File: src/rtl/qf_pkg.sv
package qf_pkg;

    localparam int LANES   = 4;
    localparam int OP_BITS = 8;

    typedef enum logic [2:0] {
        ST_IDLE   = 3'd0,
        ST_OPCODE = 3'd1,
        ST_STATUS = 3'd2,
        ST_ADDR   = 3'd3,
        ST_DUMMY  = 3'd4,
        ST_DATA   = 3'd5,
        ST_HOLD   = 3'd6
    } fe_state_t;

    typedef enum logic [2:0] {
        CMD_NONE   = 3'd0,
        CMD_WREN   = 3'd1,
        CMD_WRDI   = 3'd2,
        CMD_RDSR   = 3'd3,
        CMD_QREAD  = 3'd4,
        CMD_QWRITE = 3'd5,
        CMD_QEN    = 3'd6,
        CMD_QDIS   = 3'd7
    } cmd_id_t;

    localparam logic [7:0] OPC_WREN   = 8'h06;
    localparam logic [7:0] OPC_WRDI   = 8'h04;
    localparam logic [7:0] OPC_RDSR   = 8'h05;
    localparam logic [7:0] OPC_QREAD  = 8'hEB;
    localparam logic [7:0] OPC_QWRITE = 8'h12;
    localparam logic [7:0] OPC_QEN    = 8'h38;
    localparam logic [7:0] OPC_QDIS   = 8'hFF;

    // Mode-dependent opcode decode
    function automatic cmd_id_t decode_op(input logic [7:0] op, input logic quad);
        cmd_id_t id;
        case (op)
            OPC_WREN:   id = CMD_WREN;
            OPC_WRDI:   id = CMD_WRDI;
            OPC_RDSR:   id = CMD_RDSR;
            OPC_QEN:    id = quad ? CMD_NONE : CMD_QEN;
            OPC_QDIS:   id = quad ? CMD_QDIS : CMD_NONE;
            OPC_QREAD:  id = quad ? CMD_QREAD : CMD_NONE;
            OPC_QWRITE: id = quad ? CMD_QWRITE : CMD_NONE;
            default:    id = CMD_NONE;
        endcase
        return id;
    endfunction

endpackage

File: src/rtl/qf_pin_sync.sv
module qf_pin_sync #(
    parameter int               WIDTH     = 1,
    parameter int               STAGES    = 2,
    parameter logic [WIDTH-1:0] RESET_VAL = '0
) (
    input  logic             clk,
    input  logic             rst_n,
    input  logic [WIDTH-1:0] d,
    output logic [WIDTH-1:0] q
);

    generate
        for (genvar b = 0; b < WIDTH; b++) begin : g_bit
            logic [STAGES-1:0] chain;
            always_ff @(posedge clk or negedge rst_n) begin
                if (!rst_n) begin
                    chain <= {STAGES{RESET_VAL[b]}};
                end else begin
                    chain <= {chain[STAGES-2:0], d[b]};
                end
            end
            assign q[b] = chain[STAGES-1];
        end
    endgenerate

endmodule

File: src/rtl/qf_opcode_rx.sv
module qf_opcode_rx
    import qf_pkg::*;
#(
    parameter int OPB = OP_BITS,
    parameter int LN  = LANES
) (
    input  logic           clk,
    input  logic           rst_n,
    input  logic           clear,
    input  logic           sample,
    input  logic           quad,
    input  logic [LN-1:0]  io,
    output logic           done,
    output logic [OPB-1:0] opcode
);

    localparam int CNT_W       = $clog2(OPB);
    localparam int SINGLE_LAST = OPB - 1;
    localparam int QUAD_LAST   = (OPB / LN) - 1;

    logic [OPB-1:0]   sr;
    logic [OPB-1:0]   sr_next;
    logic [CNT_W-1:0] cnt;
    logic             last;

    always_comb begin
        if (quad) begin
            sr_next = {sr[OPB-LN-1:0], io};
            last    = (cnt == CNT_W'(QUAD_LAST));
        end else begin
            sr_next = {sr[OPB-2:0], io[0]};
            last    = (cnt == CNT_W'(SINGLE_LAST));
        end
    end

    assign done   = sample && last;
    assign opcode = sr_next;

    always_ff @(posedge clk or negedge rst_n) begin
        if (!rst_n) begin
            sr  <= '0;
            cnt <= '0;
        end else if (clear) begin
            sr  <= '0;
            cnt <= '0;
        end else if (sample) begin
            sr  <= sr_next;
            cnt <= cnt + CNT_W'(1);
        end
    end

endmodule

File: src/rtl/qf_status_tx.sv
module qf_status_tx
    import qf_pkg::*;
#(
    parameter int BYTE_W    = OP_BITS,
    parameter int LN        = LANES,
    parameter int DOUT_LANE = 1
) (
    input  logic              clk,
    input  logic              rst_n,
    input  logic              active,
    input  logic              quad,
    input  logic              shift,
    input  logic [BYTE_W-1:0] stat,
    output logic [LN-1:0]     io_out,
    output logic [LN-1:0]     io_oe
);

    localparam int PTR_W  = $clog2(BYTE_W);
    localparam int NIBS   = BYTE_W / LN;
    localparam int NIB_W  = (NIBS > 1) ? $clog2(NIBS) : 1;
    localparam logic [LN-1:0] SINGLE_OE = LN'(1) << DOUT_LANE;

    logic [PTR_W-1:0] ptr;
    logic [NIB_W-1:0] nib_idx;
    logic [LN-1:0]    unit_val;
    logic [LN-1:0]    unit_oe;

    assign nib_idx = NIB_W'(ptr % PTR_W'(NIBS));

    always_comb begin
        if (quad) begin
            unit_val = stat[(NIBS - 1 - int'(nib_idx)) * LN +: LN];
            unit_oe  = '1;
        end else begin
            unit_val = '0;
            unit_val[DOUT_LANE] = stat[BYTE_W - 1 - int'(ptr)];
            unit_oe  = SINGLE_OE;
        end
    end

    always_ff @(posedge clk or negedge rst_n) begin
        if (!rst_n) begin
            ptr    <= '0;
            io_out <= '0;
            io_oe  <= '0;
        end else if (!active) begin
            ptr    <= '0;
            io_out <= '0;
            io_oe  <= '0;
        end else if (shift) begin
            io_out <= unit_val;
            io_oe  <= unit_oe;
            ptr    <= ptr + PTR_W'(1);
        end
    end

endmodule

File: src/rtl/qf_cmd_frontend.sv
module qf_cmd_frontend
    import qf_pkg::*;
#(
    parameter int ADDR_NIBBLES = 6,
    parameter int DUMMY_CYCLES = 6,
    parameter int SYNC_STAGES  = 2,
    parameter int QUAD_BIT     = 6,
    parameter int WEL_BIT      = 1
) (
    input  logic       clk,
    input  logic       rst_n,
    input  logic       cs_n,
    input  logic       sck,
    input  logic [3:0] io_in,
    output logic [3:0] io_out,
    output logic [3:0] io_oe,
    output logic       cmd_valid,
    output logic [2:0] cmd_id,
    output logic [2:0] phase,
    output logic       quad_mode,
    output logic       wr_en_latch
);

    localparam int PH_MAX = (ADDR_NIBBLES > DUMMY_CYCLES) ? ADDR_NIBBLES : DUMMY_CYCLES;
    localparam int PH_W   = $clog2(PH_MAX + 1);

    // Pin synchronisation
    logic             cs_n_s;
    logic             sck_s;
    logic [LANES-1:0] io_s;
    logic             cs_n_d;
    logic             sck_d;

    qf_pin_sync #(
        .WIDTH    (2),
        .STAGES   (SYNC_STAGES),
        .RESET_VAL(2'b01)
    ) ctl_sync_i (
        .clk  (clk),
        .rst_n(rst_n),
        .d    ({sck, cs_n}),
        .q    ({sck_s, cs_n_s})
    );

    qf_pin_sync #(
        .WIDTH    (LANES),
        .STAGES   (SYNC_STAGES),
        .RESET_VAL('0)
    ) dat_sync_i (
        .clk  (clk),
        .rst_n(rst_n),
        .d    (io_in),
        .q    (io_s)
    );

    always_ff @(posedge clk or negedge rst_n) begin
        if (!rst_n) begin
            cs_n_d <= 1'b1;
            sck_d  <= 1'b0;
        end else begin
            cs_n_d <= cs_n_s;
            sck_d  <= sck_s;
        end
    end

    logic cs_act;
    logic sck_rise;
    logic sck_fall;
    logic frame_end;

    assign cs_act    = ~cs_n_s;
    assign sck_rise  = sck_s & ~sck_d;
    assign sck_fall  = ~sck_s & sck_d;
    assign frame_end = cs_n_s & ~cs_n_d;

    // State and flags
    fe_state_t       state_q;
    fe_state_t       state_d;
    cmd_id_t         cmd_id_q;
    logic            cmd_valid_q;
    logic            quad_q;
    logic            wel_q;
    logic [PH_W-1:0] ph_cnt;

    // Opcode capture
    logic         op_done;
    logic [7:0]   op_byte;
    cmd_id_t      op_dec;
    logic         op_sample;

    assign op_sample = sck_rise && cs_act && (state_q == ST_OPCODE);

    qf_opcode_rx #(
        .OPB(OP_BITS),
        .LN (LANES)
    ) op_rx_i (
        .clk   (clk),
        .rst_n (rst_n),
        .clear (state_q != ST_OPCODE),
        .sample(op_sample),
        .quad  (quad_q),
        .io    (io_s),
        .done  (op_done),
        .opcode(op_byte)
    );

    assign op_dec = decode_op(op_byte, quad_q);

    logic addr_last;
    logic dummy_last;

    assign addr_last  = sck_rise && (ph_cnt == PH_W'(ADDR_NIBBLES - 1));
    assign dummy_last = sck_rise && (ph_cnt == PH_W'(DUMMY_CYCLES - 1));

    // Next-state logic
    always_comb begin
        state_d = state_q;
        if (!cs_act) begin
            state_d = ST_IDLE;
        end else begin
            unique case (state_q)
                ST_IDLE:   state_d = ST_OPCODE;
                ST_OPCODE: begin
                    if (op_done) begin
                        case (op_dec)
                            CMD_RDSR:              state_d = ST_STATUS;
                            CMD_QREAD, CMD_QWRITE: state_d = ST_ADDR;
                            default:               state_d = ST_HOLD;
                        endcase
                    end
                end
                ST_ADDR: begin
                    if (addr_last) begin
                        state_d = (cmd_id_q == CMD_QREAD) ? ST_DUMMY : ST_DATA;
                    end
                end
                ST_DUMMY: begin
                    if (dummy_last) begin
                        state_d = ST_DATA;
                    end
                end
                ST_STATUS: state_d = ST_STATUS;
                ST_DATA:   state_d = ST_DATA;
                ST_HOLD:   state_d = ST_HOLD;
                default:   state_d = ST_IDLE;
            endcase
        end
    end

    // State register
    always_ff @(posedge clk or negedge rst_n) begin
        if (!rst_n) begin
            state_q <= ST_IDLE;
        end else begin
            state_q <= state_d;
        end
    end

    // Outputs, phase counter and flags
    always_ff @(posedge clk or negedge rst_n) begin
        if (!rst_n) begin
            cmd_valid_q <= 1'b0;
            cmd_id_q    <= CMD_NONE;
            quad_q      <= 1'b0;
            wel_q       <= 1'b0;
            ph_cnt      <= '0;
        end else begin
            cmd_valid_q <= 1'b0;
            if (op_done) begin
                cmd_id_q    <= op_dec;
                cmd_valid_q <= (op_dec != CMD_NONE);
            end

            if (state_d != state_q) begin
                ph_cnt <= '0;
            end else if (sck_rise && (state_q == ST_ADDR || state_q == ST_DUMMY)) begin
                ph_cnt <= ph_cnt + PH_W'(1);
            end

            if (frame_end && state_q == ST_HOLD) begin
                case (cmd_id_q)
                    CMD_WREN: wel_q  <= 1'b1;
                    CMD_WRDI: wel_q  <= 1'b0;
                    CMD_QEN:  quad_q <= 1'b1;
                    CMD_QDIS: quad_q <= 1'b0;
                    default:  ;
                endcase
            end
        end
    end

    // Status byte and its return path
    logic [7:0] stat_byte;

    always_comb begin
        stat_byte           = '0;
        stat_byte[QUAD_BIT] = quad_q;
        stat_byte[WEL_BIT]  = wel_q;
    end

    qf_status_tx #(
        .BYTE_W   (OP_BITS),
        .LN       (LANES),
        .DOUT_LANE(1)
    ) stat_tx_i (
        .clk   (clk),
        .rst_n (rst_n),
        .active(state_q == ST_STATUS),
        .quad  (quad_q),
        .shift (sck_fall),
        .stat  (stat_byte),
        .io_out(io_out),
        .io_oe (io_oe)
    );

    assign cmd_valid   = cmd_valid_q;
    assign cmd_id      = cmd_id_q;
    assign phase       = state_q;
    assign quad_mode   = quad_q;
    assign wr_en_latch = wel_q;

endmodule

File: config.mk
export PLATFORM = sky130hd
export DESIGN_NAME = qf_cmd_frontend
export DESIGN_NICKNAME = d
export VERILOG_FILES = /design/src/rtl/qf_pkg.sv /design/src/rtl/qf_pin_sync.sv /design/src/rtl/qf_opcode_rx.sv /design/src/rtl/qf_status_tx.sv /design/src/rtl/qf_cmd_frontend.sv
export SDC_FILE = /design/constraint.sdc
export NUM_CORES = 1
export LEC_CHECK = 0
export CAP_MARGIN = 20
export CELL_PAD_IN_SITES_DETAIL_PLACEMENT = 1
export CELL_PAD_IN_SITES_GLOBAL_PLACEMENT = 2
export CORE_MARGIN = 2
export CORE_UTILIZATION = 43
export DETAILED_ROUTE_END_ITERATION = 8
export DONT_BUFFER_PORTS = 1
export PLACE_DENSITY = 0.79
export SLEW_MARGIN = 20
export SYNTH_ARGS = -nofsm -noshare
export SYNTH_HDL_FRONTEND = slang
export SYNTH_SLANG_ARGS = --single-unit
File: constraint.sdc
create_clock -name clk -period 5.1 [get_ports clk]
set_input_delay 0.51 -clock clk [delete_from_list [all_inputs] [get_ports clk]]
set_output_delay 0.51 -clock clk [all_outputs]
set_load 0.02 [all_outputs]
# Word-level counts from Yosys, hierarchy flattened
# Index checks and enable logic that the tools add are counted.
totals:
  regBits: 47
  wordCells: 110
  output_inout_bits: 17
  inputBits: 8
classes:
  n_eq_ne: 27
  bitwise_logic: 7
  muxes: 34
  reduce_logical: 16
  magnitude_cmp: 1
  add_sub_neg: 5
  n_shift: 1
op_table:
  columns: ["op", "n"]
  rows:
  - ["2-to-1 mux 3 bit", 14]
  - ["one-hot mux 3 bit (7 select lines)", 2]
  - ["< comparator 32 x 5 -> 1 bit (second input constant)", 1]
  - ["indexed part select 8 x 32 -> 4 bit", 1]
  - ["== test 3 bit (second input constant)", 10]
  - ["== test 8 x 3 -> 1 bit (second input constant)", 3]
  - ["2-to-1 mux 4 bit", 6]
  - ["== test 8 bit (second input constant)", 2]
  - ["2-to-1 mux 7 bit", 2]
  - ["== test 3 x 2 -> 1 bit (second input constant)", 4]
  - ["adder 3 x 1 -> 3 bit (second input constant)", 3]
  - ["== test 3 x 1 -> 1 bit (second input constant)", 3]
  - ["== test 8 x 5 -> 1 bit (second input constant)", 1]
  - ["== test 8 x 6 -> 1 bit (second input constant)", 1]
  - ["2-to-1 mux 8 bit", 1]
  - ["nonzero test 2 bit", 4]
  - ["logical AND 1 bit", 6]
  - ["one-hot mux 3 bit (2 select lines)", 1]
  - ["2-to-1 mux 1 bit", 5]
  - ["inverter 1 bit", 4]
  - ["one-hot mux 1 bit (2 select lines)", 2]
  - ["AND reduction 2 bit", 2]
  - ["subtractor 3 x 3 -> 4 bit (first input constant)", 1]
  - ["bitwise AND 1 bit", 3]
  - ["9 further kinds", 9]

# Longest topological paths before layout
logic_depth:
  word_depth: 11
  depth_mapped: 8
  ltp_nobuf: 8

# Hierarchy
# From an unflattened synthesis, not the netlist that was laid out.
unflattened:
  hier_cells: 221
  area_unflattened_um2: 2398.6
by_module_without_submodules:
  columns: ["module", "instances", "cells_each", "area_per_inst_um2"]
  rows:
  - ["qf_cmd_frontend", 1, 112, 993.5]
  - ["qf_opcode_rx", 1, 48, 565.5]
  - ["qf_status_tx", 1, 43, 491.7]
  - ["qf_pin_sync (dat_sync_i)", 1, 12, 230.2]
  - ["qf_pin_sync (ctl_sync_i)", 1, 6, 117.6]

# Worst setup path after synthesis
# OpenSTA, ideal clock, no wires.
synth_timing:
  kind: "register to register"
  start: "reg quad_q, in the netlist quad_mode"
  end: "reg state_q[2], in the netlist phase[2]"
  synth_period_minus_slack_ns: 1.944
  stages_incl_launch_ff: 8
  arrival_ns: 1.798
  setup_slack_ns: 3.156
  t_required_ns: 4.954
  n_path_buf: 1
  cell_sequence: "dfrtp_1 buf_6 or3_4 a222oi_1 nor2b_1 nand2_1 a31oi_1 a311oi_1"
synth_between:
  elab_chain_cells: 9
  elab_cells_between_ends: 23
  classes_between: "eq/ne (10); mux (11); reduce/logical (2)"
synth_lines:
  columns: ["item", "line", "text"]
  rows:
  - ["start: declaration", "qf_cmd_frontend.sv:81", "logic quad_q;"]
  - ["start signal: assignment", "qf_cmd_frontend.sv:164", "quad_q <= 1'b0;"]
  - ["start signal: assignment", "qf_cmd_frontend.sv:184", "CMD_QEN: quad_q <= 1'b1;"]
  - ["start signal: assignment", "qf_cmd_frontend.sv:185", "CMD_QDIS: quad_q <= 1'b0;"]
  - ["2-to-1 mux 8 bit", "qf_opcode_rx.sv:27", "if (quad) begin"]
  - ["== test 8 x 5 -> 1 bit, or another cell as far along", "qf_pkg.sv:38", "case (op)"]
  - ["one-hot mux 3 bit (7 select lines)", "qf_pkg.sv:38", null]
  - ["== test 3 bit", "qf_cmd_frontend.sv:125", "case (op_dec)"]
  - ["OR reduction 2 bit", "qf_cmd_frontend.sv:125", null]
  - ["one-hot mux 3 bit (2 select lines)", "qf_cmd_frontend.sv:125", null]
  - ["2-to-1 mux 3 bit *", "qf_cmd_frontend.sv:124", "if (op_done) begin"]
  - ["one-hot mux 3 bit (7 select lines) *", "qf_cmd_frontend.sv:121", "unique case (state_q)"]
  - ["2-to-1 mux 3 bit *", "qf_cmd_frontend.sv:118", "if (!cs_act) begin"]
  - ["named net state_d[2]", "qf_cmd_frontend.sv:78", "fe_state_t state_d;"]
  - ["end signal: assignment", "qf_cmd_frontend.sv:155", "state_q <= state_d;"]
  - ["end: declaration", "qf_cmd_frontend.sv:77", "fe_state_t state_q;"]
# The timed path passes the listed nets; every way through them passes the cells marked *.
# A chain may end at the register's enable or synchronous reset.

# Worst setup path after layout
# Ends and elaborated chain as after synthesis.

==> results.yml <==
critical_path:
  crit_path_start_kind: "flip-flop"
  worstPathMaxFanout: 22
  cp.arrival_ns: 2.72
  crit_path_end_kind: "flip-flop"
  reg2reg_from: "quad_mode$_DFFE_PN0P_"
  r2r_cells: 7
  critPathKind: "reg2reg"
  r2r_slack_ns: 2.52
  r2r-end: "phase[2]$_DFF_PN0_"
  critPathRequiredTime_ns: 5.24
floorplan:
  io_pins: 25
  initial_core_util_pct: 45.3
  num_rows: 25
  chipWidth_um: 75.3
  die_h_um: 75.3
  dieArea_um2: 5660
  core_um2: 4820
synth:
  synth_edf_count: 0
  syn_area_um2: 2180
  ys.flop_type: "dfrtp_1"
  ys_ff_latch: 43
  ys_seq_area_share_pct: 49.5
  yosysWarningCount: 0
  synth_area_leaders: "dfrtp_1 (46%), nor2_1 (4.0%), a21oi_1 (3.7%), dfstp_2 (3.6%), nand2_1 (3.3%)"
  yosys.area.top_type: "dfrtp_1"
  ys_types: 50
  synth_cells: 221
  synth_area_per_cell_um2: 9.88
  synth_top_area_share_pct: 45.8
  async_reset_ff_share_pct: 100
sta:
  setup_viol: 0
  slew_headroom_pct: 25.5
  fin_crit_sh_pct: 50.6
  skew_ns: 0.0113
  drv_slew: 0
  worstMarginPinSlew_ns: 1.11
  fin_ws_ns: 2.52
  fmax_mhz: 388
  finalHoldViolCount: 0
  fin_crit_ns: 2.58
  setup_tns_ns: 0
  rsz0062_at_grt: "false"
pwr:
  power.density_nw_per_um2: 287
  p_leak_nw: 0.921
  peakVddDrop_mv: 0.177
grt:
  grt_pass1_wl_mm: 7.86
  grt_usage_pct: 18.5
  grt_pass1_vias: 1617
  overflow: 0
  antenna_found_initial: 0
  grt_max_degree: 41
placed_design:
  place_congestion: 0.853
  hpwl_mm: 3.38
  port_buffers: 0
  dp.cells: 274
  dp_slack_ns: 2.58
  dpl_cell_area_um2: 2180
clocking:
  cts.sinks: 43
  path_clk_slew_ns: 0.09
  cts_made_buffers: 5
  cts_root_buf: "clkbuf_8"
  cts_setup_buffers: 0
  cts_tree: "done"
  h-tree-depth: 2
  clk_latency_ns: 0.30
  ctsLongestPathBuffers: 2
drt:
  drt_iter0_drc: 137
  drtAntennaViolNets: 0
  wl_per_cell_um: 17.0
  vias: 1626
  totalWireLength_mm: 4.80
  via_per_inst: 5.75
  firstDrtPassIters: 4
  post-route-drc-count: 0
finish:
  layout-drive-gt1-share_pct: 9.72
  fillers: 562
  final_cell_area_um2: 2310
  syn2layout_area_growth_pct: 5.85
  fin_nets: 227
  diodes: 0
  finalNonFillerCells: 283
run:
  cap_viol_max_count: 0
worst_hold_path:
  hold_path_class: "in2async"
outcome:
  status: "finished clean"
==> cells in the mapped netlist (2+ instances only) <==
cell type and n:
dfrtp_1 40, nor2_1 23, nand2_1 19, a21oi_1 16, inv_1 9, o21ai_0 8
buf_4 7, mux2i_1 7, nand3_1 7, a211oi_1 6, clkbuf_1 5, nor3_1 5
ha_1 4, nand3b_1 4, nor2b_1 4, o22ai_1 4, or3_1 4, xnor2_1 4
xor2_1 4, a31oi_1 3, buf_2 3, dfstp_2 3, or3b_1 3, nand2b_1 2
or3_4 2
==> registers in the layout (all words and copies together), names as in the netlist, 2 cells and up <==
| name | cells |
|---|---|
| dat_sync_i.g_bit.chain | 8 |
| ctl_sync_i.g_bit.chain | 4 |
| phase | 3 |
| cmd_id | 3 |
| op_rx_i.sr | 7 |
| stat_tx_i.io_out | 2 |
| ph_cnt | 3 |
| stat_tx_i.ptr | 3 |
| op_rx_i.cnt | 3 |
| stat_tx_i.io_oe | 2 |
==> worst max path at each step <==
stage / start / to / slack (ns) / cells past startpoint
2_1_floorplan: quad_mode$_DFFE_PN0P_ / phase[2]$_DFF_PN0_ / 3.16 / 7
3_3_place_gp: quad_mode$_DFFE_PN0P_ / phase[2]$_DFF_PN0_ / 2.64 / 7
3_5_place_dp: sck_d$_DFF_PN0_ / phase[2]$_DFF_PN0_ / 2.58 / 5
4_1_cts: sck_d$_DFF_PN0_ / phase[2]$_DFF_PN0_ / 2.56 / 5
5_1_grt: quad_mode$_DFFE_PN0P_ / phase[2]$_DFF_PN0_ / 2.29 / 7
6_report: quad_mode$_DFFE_PN0P_ / phase[2]$_DFF_PN0_ / 2.52 / 7
==> cell families after synthesis <==
family | count (synthesis) | share of synthesized area, %
buffers and inverters | 25 | 6.02
muxes | 8 | 3.90
DFF | 43 | 49.5
xor gates and xnor gates | 8 | 3.21
AOI/OAI and AO/OA | 49 | 14.8
other | 1 | 0.172
adders and majority gates | 4 | 2.29
and+or+nand+nor | 83 | 20.2
==> layer usage <==
| metal | up-vias | share of wire, % | routed length, um | GRT usage [%] |
|---|---|---|---|---|
| met5 | - | 0 | 0 | 0 |
| met4 | 0 | 1.5 | 72 | 6.63 |
| met3 | 9 | 3.8 | 181 | 3.75 |
| met2 | 33 | 46 | 2230 | 27.3 |
| met1 | 824 | 48 | 2320 | 27.0 |
| li1 | 760 | - | - | - |
==> placed cells by master (no fill, tap or decap), drive strengths merged, types with 3 or more instances in the layout <==
cell type  instances
a211oi             6
a21oi             16
a31oi              4
clkbuf             6
dfrtp             40
dfstp              3
ha                 4
inv                9
mux2i              7
nand2             20
nand3              7
nand3b             4
nor2              23
nor2b              4
nor3               5
o21ai              9
o22ai              4
or3                6
or3b               3
xnor2              4
xor2               4
==> final cells by class <==
type	instances	area, um2	share of cell area [%]
sequential	43	1080	46.7
multi-input combinational	154	976	42.2
tap	67	83.8	3.63
clock buffer	6	72.6	3.14
clock inverter	2	37.5	1.62
inverter	9	33.8	1.46
timing repair buffer	2	27.5	1.19
==> where the power goes <==
| part | internal, mW | switching [mW] |
|---|---|---|
| Combinational | 0.0134 | 0.0227 |
| Clock | 0.146 | 0.118 |
| Sequential | 0.351 | 0.0120 |
==> critical path: stages (launching register included) <==
cell      delay, ns
dfrtp_1        0.57
buf_4          0.37
or3b_1         0.41
a222oi_1       0.41
nor2b_1        0.28
nand2_1        0.11
a31oi_1        0.19
a311oi_1       0.07
==> metrics by stage <==
stage	utilization (%)	power, mW	hold WS (ns)
2_1_floorplan	-	0.392	0.214
3_3_place_gp	45.3	0.397	0.216
3_5_place_dp	45.3	0.398	0.216
4_1_cts	48.0	0.672	0.0435
5_1_grt	48.0	0.690	0.0330
6_report	48.0	0.663	0.0411
==> timing repair <==
action / in CTS / in global routing
hold buffers: 1 / 0
resized for setup: 0 / 0
endpoints found under the hold margin: 40 / 0
Power figures use the tool's default switching activity.
